[src/rtl/aud_serial_pkg.sv]
package aud_serial_pkg;

  typedef enum logic [2:0] {
    FMT_I2S  = 3'd0,
    FMT_LJ   = 3'd1,
    FMT_DSPA = 3'd2,
    FMT_DSPB = 3'd3
  } fmt_t;

  typedef enum logic [1:0] {
    ST_IDLE,
    ST_RXON,
    ST_RUN,
    ST_TXOFF
  } seq_t;

  // sync leads first data bit by one bit clock
  function automatic logic fmt_early(fmt_t f);
    return (f == FMT_I2S) || (f == FMT_DSPA);
  endfunction

  // single-bit frame sync
  function automatic logic fmt_pulse(fmt_t f);
    return (f == FMT_DSPA) || (f == FMT_DSPB);
  endfunction

  function automatic logic fmt_actlow(fmt_t f);
    return f == FMT_I2S;
  endfunction

endpackage

[src/rtl/aud_serial_clkgen.sv]
module aud_serial_clkgen #(
  parameter int DIV_W = 8
) (
  input  logic             clk_i,
  input  logic             rst_ni,
  input  logic             run_i,
  input  logic [DIV_W-1:0] div_i,
  output logic             bclk_o,
  output logic             rise_o,
  output logic             fall_o
);

  logic [DIV_W-1:0] cnt_q;
  logic             tick;

  assign tick   = run_i && (cnt_q == div_i);
  assign rise_o = tick && !bclk_o;
  assign fall_o = tick && bclk_o;

  always_ff @(posedge clk_i or negedge rst_ni) begin
    if (!rst_ni) begin
      cnt_q  <= '0;
      bclk_o <= 1'b0;
    end else if (!run_i) begin
      cnt_q  <= '0;
      bclk_o <= 1'b0;
    end else if (tick) begin
      cnt_q  <= '0;
      bclk_o <= ~bclk_o;
    end else begin
      cnt_q <= cnt_q + 1'b1;
    end
  end

endmodule

[src/rtl/aud_serial_framer.sv]
module aud_serial_framer
  import aud_serial_pkg::*;
#(
  parameter int DATA_W = 32,
  localparam int WW = $clog2(DATA_W + 1),
  localparam int PW = $clog2(2 * DATA_W)
) (
  input  logic          clk_i,
  input  logic          rst_ni,
  input  logic          run_i,
  input  logic          fall_i,
  input  fmt_t          fmt_i,
  input  logic [WW-1:0] wlen_i,
  output logic [PW-1:0] q_cur_o,
  output logic [PW-1:0] q_nxt_o,
  output logic          fs_o
);

  logic [PW-1:0] pos_q, pos_nx, w_p, last_p;
  logic          early, act;

  assign w_p    = PW'(wlen_i);
  assign last_p = w_p + w_p - PW'(1);
  assign early  = fmt_early(fmt_i);

  // data index carried by a bit-clock position
  function automatic logic [PW-1:0] q_of(input logic [PW-1:0] pp, input logic e,
                                         input logic [PW-1:0] lst);
    if (!e) return pp;
    return (pp == '0) ? lst : pp - PW'(1);
  endfunction

  assign pos_nx  = (pos_q == last_p) ? '0 : pos_q + PW'(1);
  assign q_cur_o = q_of(pos_q, early, last_p);
  assign q_nxt_o = q_of(fall_i ? pos_nx : pos_q, early, last_p);

  always_ff @(posedge clk_i or negedge rst_ni) begin
    if (!rst_ni)     pos_q <= '1;
    else if (!run_i) pos_q <= last_p;
    else if (fall_i) pos_q <= pos_nx;
  end

  assign act  = fmt_pulse(fmt_i) ? (pos_q == '0) : (pos_q < w_p);
  assign fs_o = act ^ fmt_actlow(fmt_i);

endmodule

[src/rtl/aud_serial_tx.sv]
module aud_serial_tx #(
  parameter int DATA_W = 32,
  localparam int WW = $clog2(DATA_W + 1),
  localparam int PW = $clog2(2 * DATA_W)
) (
  input  logic              clk_i,
  input  logic              rst_ni,
  input  logic              run_i,
  input  logic              fall_i,
  input  logic [PW-1:0]     q_nxt_i,
  input  logic [WW-1:0]     wlen_i,
  input  logic [DATA_W-1:0] left_i,
  input  logic [DATA_W-1:0] right_i,
  input  logic              valid_i,
  output logic              ready_o,
  output logic              sd_o,
  output logic              underrun_o
);

  logic [DATA_W-1:0] pend_l_q, pend_r_q, shreg_q, rhold_q;
  logic              pend_q, at_load, at_mid, accept;
  logic [WW-1:0]     sh_amt;

  assign sh_amt  = WW'(DATA_W) - wlen_i;
  assign at_load = fall_i && (q_nxt_i == '0);
  assign at_mid  = fall_i && (q_nxt_i == PW'(wlen_i));
  assign ready_o = !pend_q || at_load;
  assign accept  = valid_i && ready_o;
  assign sd_o    = shreg_q[DATA_W-1];

  always_ff @(posedge clk_i or negedge rst_ni) begin
    if (!rst_ni) begin
      pend_q   <= 1'b0;
      pend_l_q <= '0;
      pend_r_q <= '0;
    end else if (accept) begin
      pend_q   <= 1'b1;
      pend_l_q <= left_i;
      pend_r_q <= right_i;
    end else if (at_load) begin
      pend_q <= 1'b0;
    end
  end

  always_ff @(posedge clk_i or negedge rst_ni) begin
    if (!rst_ni) begin
      shreg_q    <= '0;
      rhold_q    <= '0;
      underrun_o <= 1'b0;
    end else if (!run_i) begin
      shreg_q <= '0;
      rhold_q <= '0;
    end else if (at_load) begin
      if (pend_q) begin
        shreg_q <= pend_l_q << sh_amt;
        rhold_q <= pend_r_q << sh_amt;
      end else begin
        shreg_q    <= '0;
        rhold_q    <= '0;
        underrun_o <= 1'b1;
      end
    end else if (at_mid) begin
      shreg_q <= rhold_q;
    end else if (fall_i) begin
      shreg_q <= shreg_q << 1;
    end
  end

endmodule

[src/rtl/aud_serial_rx.sv]
module aud_serial_rx #(
  parameter int DATA_W = 32,
  localparam int WW = $clog2(DATA_W + 1),
  localparam int PW = $clog2(2 * DATA_W)
) (
  input  logic              clk_i,
  input  logic              rst_ni,
  input  logic              run_i,
  input  logic              en_i,
  input  logic              rise_i,
  input  logic [PW-1:0]     q_cur_i,
  input  logic [WW-1:0]     wlen_i,
  input  logic              sd_i,
  input  logic              ready_i,
  output logic [DATA_W-1:0] left_o,
  output logic [DATA_W-1:0] right_o,
  output logic              valid_o
);

  logic [DATA_W-1:0] sh_q, sh_nx, lcap_q, mask;
  logic [DATA_W:0]   mask_ext;
  logic [PW-1:0]     w_p, last_p;
  logic              primed_q, sample;

  assign mask_ext = ({{DATA_W{1'b0}}, 1'b1} << wlen_i) - 1'b1;
  assign mask     = mask_ext[DATA_W-1:0];
  assign w_p      = PW'(wlen_i);
  assign last_p   = w_p + w_p - PW'(1);
  assign sh_nx    = {sh_q[DATA_W-2:0], sd_i};
  assign sample   = rise_i && en_i;

  always_ff @(posedge clk_i or negedge rst_ni) begin
    if (!rst_ni) begin
      sh_q     <= '0;
      lcap_q   <= '0;
      primed_q <= 1'b0;
      left_o   <= '0;
      right_o  <= '0;
      valid_o  <= 1'b0;
    end else begin
      if (valid_o && ready_i) valid_o <= 1'b0;
      if (!run_i) primed_q <= 1'b0;
      else if (sample) begin
        sh_q <= sh_nx;
        if (q_cur_i == '0) primed_q <= 1'b1;
        if (q_cur_i == w_p - PW'(1)) lcap_q <= sh_nx & mask;
        // skip a tail word left from before start
        if (q_cur_i == last_p && primed_q) begin
          left_o  <= lcap_q;
          right_o <= sh_nx & mask;
          valid_o <= 1'b1;
        end
      end
    end
  end

endmodule

[src/rtl/aud_serial_port.sv]
module aud_serial_port
  import aud_serial_pkg::*;
#(
  parameter int DATA_W = 32,
  parameter int DIV_W  = 8,
  parameter int MIN_W  = 8,
  localparam int WW = $clog2(DATA_W + 1),
  localparam int PW = $clog2(2 * DATA_W)
) (
  input  logic              clk_i,
  input  logic              rst_ni,
  input  logic              en_i,
  input  logic [2:0]        fmt_i,
  input  logic [WW-1:0]     wlen_i,
  input  logic [DIV_W-1:0]  div_i,
  input  logic [DATA_W-1:0] tx_left_i,
  input  logic [DATA_W-1:0] tx_right_i,
  input  logic              tx_valid_i,
  output logic              tx_ready_o,
  output logic [DATA_W-1:0] rx_left_o,
  output logic [DATA_W-1:0] rx_right_o,
  output logic              rx_valid_o,
  input  logic              rx_ready_i,
  output logic              bclk_o,
  output logic              fs_o,
  output logic              sd_o,
  input  logic              sd_i,
  output logic              rx_active_o,
  output logic              tx_active_o,
  output logic              underrun_o,
  output logic              err_o
);

  seq_t             st_q;
  fmt_t             cfg_fmt_q;
  logic [WW-1:0]    cfg_w_q;
  logic [DIV_W-1:0] cfg_div_q;
  logic             bad, rise, fall;
  logic [PW-1:0]    q_cur, q_nxt;

  assign bad = (fmt_i > 3'd3) || (wlen_i < WW'(MIN_W)) || (wlen_i > WW'(DATA_W));

  always_ff @(posedge clk_i or negedge rst_ni) begin
    if (!rst_ni) begin
      err_o     <= 1'b0;
      cfg_fmt_q <= FMT_LJ;
      cfg_w_q   <= WW'(16);
      cfg_div_q <= '0;
    end else begin
      err_o <= bad;
      if (st_q == ST_IDLE && !bad) begin
        cfg_fmt_q <= fmt_t'(fmt_i);
        cfg_w_q   <= wlen_i;
        cfg_div_q <= div_i;
      end
    end
  end

  // receiver up first, transmitter down first
  always_ff @(posedge clk_i or negedge rst_ni) begin
    if (!rst_ni) st_q <= ST_IDLE;
    else begin
      unique case (st_q)
        ST_IDLE:  if (en_i && !err_o) st_q <= ST_RXON;
        ST_RXON:  st_q <= en_i ? ST_RUN : ST_IDLE;
        ST_RUN:   if (!en_i) st_q <= ST_TXOFF;
        ST_TXOFF: st_q <= ST_IDLE;
        default:  st_q <= ST_IDLE;
      endcase
    end
  end

  assign rx_active_o = (st_q != ST_IDLE);
  assign tx_active_o = (st_q == ST_RUN);

  aud_serial_clkgen #(.DIV_W(DIV_W)) i_clkgen (
    .clk_i, .rst_ni,
    .run_i  (tx_active_o),
    .div_i  (cfg_div_q),
    .bclk_o (bclk_o),
    .rise_o (rise),
    .fall_o (fall)
  );

  aud_serial_framer #(.DATA_W(DATA_W)) i_framer (
    .clk_i, .rst_ni,
    .run_i   (tx_active_o),
    .fall_i  (fall),
    .fmt_i   (cfg_fmt_q),
    .wlen_i  (cfg_w_q),
    .q_cur_o (q_cur),
    .q_nxt_o (q_nxt),
    .fs_o    (fs_o)
  );

  aud_serial_tx #(.DATA_W(DATA_W)) i_tx (
    .clk_i, .rst_ni,
    .run_i      (tx_active_o),
    .fall_i     (fall),
    .q_nxt_i    (q_nxt),
    .wlen_i     (cfg_w_q),
    .left_i     (tx_left_i),
    .right_i    (tx_right_i),
    .valid_i    (tx_valid_i),
    .ready_o    (tx_ready_o),
    .sd_o       (sd_o),
    .underrun_o (underrun_o)
  );

  aud_serial_rx #(.DATA_W(DATA_W)) i_rx (
    .clk_i, .rst_ni,
    .run_i   (tx_active_o),
    .en_i    (rx_active_o),
    .rise_i  (rise),
    .q_cur_i (q_cur),
    .wlen_i  (cfg_w_q),
    .sd_i    (sd_i),
    .ready_i (rx_ready_i),
    .left_o  (rx_left_o),
    .right_o (rx_right_o),
    .valid_o (rx_valid_o)
  );

endmodule

[config.mk]
export PLATFORM = sky130hd
export DESIGN_NAME = aud_serial_port
export DESIGN_NICKNAME = d
export VERILOG_FILES = /design/src/rtl/aud_serial_pkg.sv /design/src/rtl/aud_serial_clkgen.sv /design/src/rtl/aud_serial_framer.sv /design/src/rtl/aud_serial_tx.sv /design/src/rtl/aud_serial_rx.sv /design/src/rtl/aud_serial_port.sv
export SDC_FILE = /design/constraint.sdc
export NUM_CORES = 1
export LEC_CHECK = 0
export BUFFER_PORTS_ARGS = -buffer_cell sky130_fd_sc_hd__clkbuf_2
export CORE_MARGIN = 2
export CORE_UTILIZATION = 30
export DETAILED_ROUTE_END_ITERATION = 6
export GPL_TIMING_DRIVEN = 0
export HOLD_SLACK_MARGIN = 0.03
export PLACE_DENSITY = 0.56
export SLEW_MARGIN = 10
export SYNTH_ARGS = -nofsm -noshare
export SYNTH_HDL_FRONTEND = slang
export SYNTH_SLANG_ARGS = --single-unit
[constraint.sdc]
create_clock -name clk_i -period 11.9 [get_ports clk_i]
set_input_delay 2.38 -clock clk_i [delete_from_list [all_inputs] [get_ports clk_i]]
set_output_delay 2.38 -clock clk_i [all_outputs]
set_load 0.1 [all_outputs]
* After elaboration in Yosys (flattened, before gate mapping)
Cells that the tools add are included.
** Cells by class
- Reductions and logical operators :: 34
- $add $sub $neg :: 9
- Bitwise operators :: 4
- Shift operators :: 3
- Multiplexer cells :: 33
- Magnitude comparators :: 4
- Equality and inequality tests :: 17
** Operators with widths (number)
- 32-bit two-way mux :: 8
- 32-bit by 6-bit left shift with 32-bit output :: 2
- 6-bit two-way mux :: 7
- 32-bit AND :: 1
- 1-bit by 6-bit left shift with 32-bit output (first input constant) :: 1
- 32-bit by 1-bit subtractor with 32-bit output (second input constant) :: 1
- 6-bit == test :: 4
- 6-bit zero test :: 4
- 6-bit by 1-bit subtractor with 6-bit output (second input constant) :: 4
- 8-bit two-way mux :: 2
- 1-bit two-way mux :: 12
- 1-bit logical AND :: 11
- 3-bit AND reduction :: 3
- 8-bit by 1-bit adder with 8-bit output (second input constant) :: 1
- 8-bit == test :: 1
- 2-bit by 1-bit inequality test with 1-bit output (second input constant) :: 4
- 2-bit case mux with 4 select lines :: 1
- 6-bit by 1-bit adder with 6-bit output (second input constant) :: 1
- 6-bit adder :: 1
- 3-bit by 2-bit == test with 1-bit output (second input constant) :: 2
- 6-bit > comparator (second input constant) :: 1
- 6-bit by 4-bit < comparator with 1-bit output (second input constant) :: 1
- 6-bit < comparator :: 1
- 2-bit two-way mux :: 3
- 14 further kinds :: 27
** Word-level totals
- Output and inout port bits :: 73
- Logic and storage cells :: 124
- Input bits :: 87
- Register bits :: 294

* Longest topological paths before layout
Gate-level depths: netlist of the first run.
- Depth after elaboration :: 13
- Mapped depth :: 28
- Mapped depth without buffers :: 20

* By module
From an unflattened synthesis of the first run, not the netlist that was laid out.
** Second synthesis, totals
- Cell total of the unflattened synthesis :: 1823
- Area total of the unflattened synthesis :: 18157.4 µm²
** Modules (own cells, without submodules)
- aud_serial_tx :: cells an instance 848, area each 9057.4 µm², sequential area each 3253.1 µm², instances 1
- aud_serial_rx :: cells an instance 653, area each 6342.3 µm², sequential area each 3228.1 µm², instances 1
- aud_serial_framer :: cells an instance 169, area each 1228.7 µm², sequential area each 157.7 µm², instances 1
- aud_serial_port :: cells an instance 104, area each 1036.0 µm², sequential area each 503.0 µm², instances 1
- aud_serial_clkgen :: cells an instance 49, area each 493.0 µm², sequential area each 225.2 µm², instances 1

* Worst setup path after synthesis of the first run
Ideal clock, no wire load.
- Path kind :: register to output
- Start point :: register cfg_w_q[0]
- End point :: output tx_ready_o
- Data arrival time :: 5.079 ns
- Required time :: 9.520 ns
- Path slack :: 4.441 ns
- Buffers on the path :: 6
- Stages on the path, launching flop included :: 24
- Cell sequence :: dfrtp_1 > buf_4 > inv_1 > clkbuf_1 > clkbuf_1 > ha_1 > ha_1 > buf_2 > xor2_1 > and4_1 > nand3_1 > buf_2 > and3_1 > a21oi_1 > ha_1 > clkbuf_1 > inv_1 > o311a_1 > o31ai_1 > o2111a_1 > a41o_1 > and4b_1 > nand3_1 > nand2_1
** Between the ends
- Word-level cells in the longest chain between the ends :: 11
- Elaborated cells on any way between the ends :: 12
- Those cells by class :: add/sub: 3; eq/ne: 1; mux: 4; reduce/logical: 4
** Ends and longest elaborated chain
- from (decl) :: RTL line aud_serial_port.sv:36 : logic [WW-1:0] cfg_w_q;
- from (signal assigned) :: RTL line aud_serial_port.sv:53 : cfg_w_q <= wlen_i;
- 6-bit adder * :: RTL line aud_serial_framer.sv:23 : assign last_p = w_p + w_p - PW'(1);
- 6-bit by 1-bit subtractor with 6-bit output * :: RTL line aud_serial_framer.sv:23
- 6-bit == test :: RTL line aud_serial_framer.sv:33 : assign pos_nx = (pos_q == last_p) ? '0 : pos_q + PW'(1);
- 6-bit two-way mux :: RTL line aud_serial_framer.sv:33
- 6-bit two-way mux :: RTL line aud_serial_framer.sv:35 : assign q_nxt_o = q_of(fall_i ? pos_nx : pos_q, early, last_p);
- 6-bit by 1-bit subtractor with 6-bit output or 6-bit zero test (tied branches) :: RTL line aud_serial_framer.sv:30 : return (pp == '0) ? lst : pp - PW'(1);
- 6-bit two-way mux :: RTL line aud_serial_framer.sv:30
- 6-bit two-way mux * :: RTL line aud_serial_framer.sv:30
- 6-bit zero test * :: RTL line aud_serial_tx.sv:25 : assign at_load = fall_i && (q_nxt_i == '0);
- 1-bit logical AND * :: RTL line aud_serial_tx.sv:25
- 1-bit logical OR * :: RTL line aud_serial_tx.sv:27 : assign ready_o = !pend_q || at_load;
- to (decl) :: RTL line aud_serial_port.sv:19 : output logic tx_ready_o,
Mark *: on every way between the ends. The rest lies on a longest branch, timed or not.

* Worst setup path in the final report of the first run
Ends and elaborated chain as after synthesis.

==> results of run 1 <==
## worst paths after layout
kind / startpoint / end / slack, ns / cells past startpoint
max: cfg_w_q[0]$_DFFE_PN0P_ / tx_ready_o / 2.06 / 22
min: st_q[0]$_DFFE_PN0P_ / st_q[0]$_DFFE_PN0P_ / 0.47 / 1
max reg2reg: cfg_w_q[0]$_DFFE_PN0P_ / i_tx.pend_l_q[28]$_DFFE_PN0P_ / 4.46 / 26
min reg2reg: st_q[0]$_DFFE_PN0P_ / st_q[0]$_DFFE_PN0P_ / 0.47 / 1
max in group asynchronous: rst_ni / i_tx.pend_r_q[11]$_DFFE_PN0P_ / 8.87 / 3
min in group asynchronous: rst_ni / i_rx.left_o[5]$_DFFE_PN0P_ / 1.78 / 1
## state kept, by name, summed over array words and instances, names as in the netlist, named ones only
name             flops
i_rx.primed_q        1
i_rx.valid_o         1
i_clkgen.bclk_o      1
i_framer.pos_q       6
i_rx.left_o         32
i_rx.lcap_q         32
err_o                1
i_tx.pend_r_q       32
i_tx.rhold_q        32
i_tx.shreg_q        32
i_rx.right_o        32
st_q                 1
i_tx.underrun_o      1
i_rx.sh_q           31
cfg_w_q              6
cfg_fmt_q            3
i_tx.pend_l_q       32
i_clkgen.cnt_q       8
i_tx.pend_q          1
cfg_div_q            8
## routing by layer
layer / vias up / wire (µm) / track usage (%)
met3: 90 / 3050 / 3.02
met4: 0 / 1570 / 6.26
met1: 7229 / 24800 / 25.1
li1: 6766 / - / -
met2: 500 / 25900 / 30.5
met5: - / 0 / 0
## worst reg2reg max path, delay by kind of cell (launching register included)
family | cells | cell delay (ns)
and+or+nand+nor | 9 | 2.19
muxes | 1 | 0.35
xor gates and xnor gates | 1 | 0.31
adders and majority gates | 2 | 0.53
buffers and inverters | 9 | 2.81
AOI/OAI and AO/OA | 4 | 0.76
DFF | 1 | 0.41
## per-stage QoR
step | setup WS [ns] | utilization [%] | cell area (µm²)
final | 2.06 | 35.9 | 20200
after global routing | 1.74 | 35.9 | 20200
after CTS | 2.21 | 35.9 | 20200
after detailed placement | 2.81 | 33.6 | 19000
after global placement | 2.18 | 33.5 | 18900
after floorplan | 4.44 | - | 17100
## synthesized netlist by cell type, drive strengths merged, types with 25 or more instances
master  instances  share of area, %
clkbuf         87               1.9
mux4           32               4.2
nor2          107               2.4
o21ai         179               5.2
a21oi          81               2.4
nand3          50               1.5
xnor2          28               1.5
xor2           25               1.3
mux2          149               9.8
dfrtp         286                42
nand2         264               5.8
mux2i          56               3.3
nor3           31               1.1
buf            43               1.4
## power by group through the flow
stage | clock (W) | sequential, W | combinational (W)
6_report | 0.00116 | 0.00112 | 0.00257
5_1_grt | 0.00123 | 0.00113 | 0.00277
4_1_cts | 0.00119 | 0.00113 | 0.00253
3_5_place_dp | 0 | 0.00114 | 0.00252
3_3_place_gp | 0 | 0.00114 | 0.00251
2_1_floorplan | 0 | 0.00112 | 0.00176
## cell type report
type                    count  share of cell area (%)
clock buffers              46                    5.09
flip-flops and latches    294                    36.4
inverters                  23                   0.427
well taps                 756                    4.68
plain buffers             130                    2.79
clock inverters            18                    1.10
repair buffers            162                    4.39
multi-input cells        1311                    45.1
## cell families after synthesis
family	after synthesis
and+or+nand+nor	566
DFF	294
buffers and inverters	153
xor gates and xnor gates	55
AOI/OAI and AO/OA	437
adders and majority gates	16
muxes	237
==> out/metrics.cfg, run 1 <==
[layout]
register_area_mm2 = 0.00737
final_cell_mix = dfrtp_1 (286), nand2_1 (263), o21ai_0 (168), clkbuf_2 (158), mux2_2 (149)
fin_nets = 2061
n_antenna_cell = 0
layout-drive-gt1-share_pct = 24.2
syn_to_final_growth_pct = 18.0
mostFrequentLayoutCell = dfrtp_1
stdcell_count = 2740
multi_input_area_mm2 = 0.00912
nFillCells = 5803

[clock_tree]
postCtsSetupRepairBufs = 0
ctsResizeCount = 0
hold_buffers = 0
cts.sinks = 294
clk_latency_ns = 0.57
cts_root_buf = clkbuf_16
cts_tree = built
numCtsBuffers = 36
clk_pin_slew_ns = 0.06
cts.path.max_buffers = 3
h-tree-depth = 2

[synthesis]
synth_nets = 1861
synth_top_family_by_area = multiplexers
synthXorXnorAreaFrac_pct = 3.02
synth-compound-area-share_pct = 16.3
synth_area_per_cell_um2 = 9.75
synth_adder_area_share_pct = 1.17
synth_cell_type_count = 85
yosys_warnings = 0
muxShareOfSynthArea_pct = 17.3
synth_seq_cells = 294
synth_edf_count = 0
ys.flop_type = dfrtp_1
netlist_area_mm2 = 0.0171
async_reset_ff_share_pct = 100
seq_area_frac_synth_pct = 43.0
netlist_instances = 1758
synth-simple-area-share_pct = 15.5

[power]
powerDensity_mw_per_mm2 = 240
finalPower_w = 0.00486
leakagePower_nw = 9.01
ir_drop_mv = 0.120
power_frac_comb_pct = 52.9
p_sw_share_pct = 47.6
switching_power_w = 0.00231
p_int_w = 0.00254
p_clk_share_pct = 23.9
power_frac_seq_pct = 23.2

[min_path]
min_path_type = reg2reg

[critical_path]
path_buf_inv = 9
slowest_delay_ns = 0.68
critPathMaxFanout = 11
crit_family = buffers and inverters
cp_cell_sequence = buf_4 > inv_1 > clkbuf_1 > clkbuf_1 > ha_1 > or3b_1 > clkbuf_1 > xor2_1 > nand3_1 > buf_2 > and3_1 > a21oi_1 > ha_1 > clkbuf_1 > inv_1 > nor2_1 > a41oi_1 > a21oi_1 > and4b_1 > nand3_1 > nand2_1 > clkbuf_2
worstSetupPathType = reg2out
critPathLaunchType = flop
endpoint_kind = output pin
critPathRequiredTime_ns = 9.52
cp_common_cell = clkbuf_1
arrival_ns = 7.46
crit_path_top_delay_cell = clkbuf_1

[floorplan]
start_util_pct = 30.4
io_pins = 160
fp-row-count = 87
core_area_mm2 = 0.0564
chipHeight_um = 243
die_w_um = 243
dieArea_mm2 = 0.0590

[routing]
drt_iter0_drc = 1172
wire_per_inst_um = 20.2
drt_wl_total_mm = 55.4
drc = 0
routed_via_density = 5.32
vias = 14600
ant_nets = 0
first_pass_iters = 5

[place]
place_congestion = 0.943
dp_hpwl_mm = 42.5
dp.cells = 2676
io_buffers = 159

[timing]
min_period_ns = 9.84
rsz0062_at_grt = false
clock.fmax_mhz = 102
clock_skew_ns = 0.0290
post-route-period-util_pct = 82.7
hold_violations = 0
drv_slew = 0
hold_ws_ns = 0.472
slew_headroom_pct = 24.4
setup_viol = 0
tightest_slew_ns = 1.13
setup_tns_ns = 0

[grt]
grt_pass1_vias = 14600
antenna_found_initial = 0
grt_usage_pct = 18.6
grt_remaining_overflow = 0
grt_pass1_wl_mm = 87.1
grt_max_degree = 91

[run_status]
status = completed

[flow_run]
cap_violations = 0

(Power assumes the default switching activity.)
==> run 2: changes to the inputs <==
==> constraint.sdc (replaced) <==
create_clock -name clk_i -period 9.66 [get_ports clk_i]
set_input_delay 1.932 -clock clk_i [delete_from_list [all_inputs] [get_ports clk_i]]
set_output_delay 1.932 -clock clk_i [all_outputs]
set_load 0.1 [all_outputs]
==> run 2 against run 1 <==
  * Critical path depth up 1
  * Clock-buffer cell count unchanged
  * Total power up 23%
  * Non-clock buffer count is the same
  * Largest power group unchanged
==> out/metrics.cfg, run 2 (synthesized netlist as in run 1, its figures left out) <==
[run_status]
status = completed

[floorplan]
start_util_pct = 30.4
chipHeight_um = 243
dieArea_mm2 = 0.0590
io_pins = 160
core_area_mm2 = 0.0564
fp-row-count = 87
die_w_um = 243

[place]
place_congestion = 0.943
placed_area_mm2 = 0.0190
io_buffers = 159
place_ws_ns = 1.02
dp_hpwl_mm = 42.5

[clock_tree]
postCtsSetupRepairBufs = 0
hold_buffers = 0
h-tree-depth = 2
cts_tree = built
cts_root_buf = clkbuf_16
clk_latency_ns = 0.57
ctsResizeCount = 0
numCtsBuffers = 36
clk_pin_slew_ns = 0.06
cts.path.max_buffers = 3
cts.sinks = 294

[power]
ir_drop_mv = 0.149
leakagePower_nw = 9.02
finalPower_w = 0.00599
powerDensity_mw_per_mm2 = 296

[timing]
clock.fmax_mhz = 109
tightest_slew_ns = 1.13
hold_violations = 0
setup_viol = 0
clock_skew_ns = 0.0285
rsz0062_at_grt = false
fin_ws_ns = 0.527
drv_slew = 0
slew_headroom_pct = 24.1
min_period_ns = 9.13
post-route-period-util_pct = 94.5
setup_tns_ns = 0

[layout]
fin_nets = 2061
layout-drive-gt1-share_pct = 24.2
fin_area_mm2 = 0.0202
final_cell_mix = dfrtp_1 (286), nand2_1 (263), o21ai_0 (168), clkbuf_2 (159), mux2_2 (149)
syn_to_final_growth_pct = 18.0
utilization_pct = 35.9
n_antenna_cell = 0
mostFrequentLayoutCell = dfrtp_1
nFillCells = 5804

[flow_run]
cap_violations = 0

[routing]
first_pass_iters = 5
wire_per_inst_um = 20.2
drc = 0
routed_via_density = 5.33
drt_wl_total_mm = 55.5
drt_iter0_drc = 1195
vias = 14600
ant_nets = 0

[grt]
grt_max_degree = 91
grt_pass1_vias = 14600
grt_pass1_wl_mm = 87.1
grt_remaining_overflow = 0
antenna_found_initial = 0
grt_usage_pct = 18.6

[critical_path]
endpoint_kind = output pin
crit_path_top_delay_cell = clkbuf_2
critPathRequiredTime_ns = 7.73
slowest_delay_ns = 0.52
critPathMaxFanout = 11
cp_cell_sequence = buf_4 > inv_1 > clkbuf_1 > clkbuf_2 > ha_1 > or3b_1 > clkbuf_1 > xor2_1 > nand3_1 > buf_2 > and3_1 > a21oi_1 > ha_1 > clkbuf_1 > inv_1 > o311a_1 > o31ai_1 > o2111a_1 > a41o_1 > and4b_1 > nand3_1 > nand2_1 > clkbuf_2
cp_common_cell = clkbuf_1
worstSetupPathType = reg2out
critPathLaunchType = flop
arrival_ns = 7.20

[min_path]
min_path_type = reg2reg

run 2: cell counts in the layout (fill, tap and decap cells not counted):
Identical to the previous run, type by type.
run 2: metal layers:
layer	GRT usage, %	share of wire (%)
met1	25.1	45
met2	30.5	47
met3	3.02	5.4
met4	6.26	2.8
met5	0	0
run 2: power by group:
group | internal, W | leakage [nW] | switching (W)
registers | 0.00131 | 4.03 | 0.0000765
logic | 0.000956 | 4.38 | 0.00222
clock network | 0.000867 | 0.609 | 0.000563
total | 0.00313 | 9.02 | 0.00286
run 2: worst max-delay path, delay by kind of cell, from the launching register on:
| family | cells | cell delay [ns] |
|---|---|---|
| AO/OA/AOI/OAI | 5 | 1.03 |
| XOR/XNOR | 1 | 0.31 |
| adder cells (fa/ha/maj) | 2 | 0.47 |
| buffers and inverters | 9 | 2.85 |
| flip-flops | 1 | 0.41 |
| AND/OR/NAND/NOR | 6 | 1.58 |
run 2: path summary, 6_finish.rpt:
kind                                            start                            end  slack [ns]  depth (start not counted)
setup / recovery               cfg_w_q[0]$_DFFE_PN0P_                     tx_ready_o        0.53                         23
hold / removal             i_rx.lcap_q[8]$_DFFE_PN0P_     i_rx.lcap_q[8]$_DFFE_PN0P_        0.47                          2
setup reg to reg               cfg_w_q[0]$_DFFE_PN0P_  i_tx.pend_l_q[28]$_DFFE_PN0P_        2.48                         26
hold reg to reg            i_rx.lcap_q[8]$_DFFE_PN0P_     i_rx.lcap_q[8]$_DFFE_PN0P_        0.47                          2
max in group asynchronous                      rst_ni  i_tx.pend_r_q[11]$_DFFE_PN0P_        7.06                          3
min in group asynchronous                      rst_ni     i_rx.left_o[5]$_DFFE_PN0P_        1.33                          1
run 2: per-stage QoR:
stage / instances / hold slack (ns)
2_1_floorplan: 1758 / 0.429
3_3_place_gp: 2673 / 0.448
3_5_place_dp: 2676 / 0.463
4_1_cts: 2740 / 0.473
5_1_grt: 2740 / 0.491
6_report: 2740 / 0.472
run 2: area by class of cell:
class / instances / area (µm²) / share of cell area (%)
Buffer: 130 / 566 / 2.80
Clock buffer: 46 / 1030 / 5.09
Clock inverter: 18 / 221 / 1.10
Inverter: 23 / 86.3 / 0.427
Multi-Input combinational cell: 1311 / 9120 / 45.1
Sequential cell: 294 / 7370 / 36.4
Tap cell: 756 / 946 / 4.68
Timing Repair Buffer: 162 / 887 / 4.39
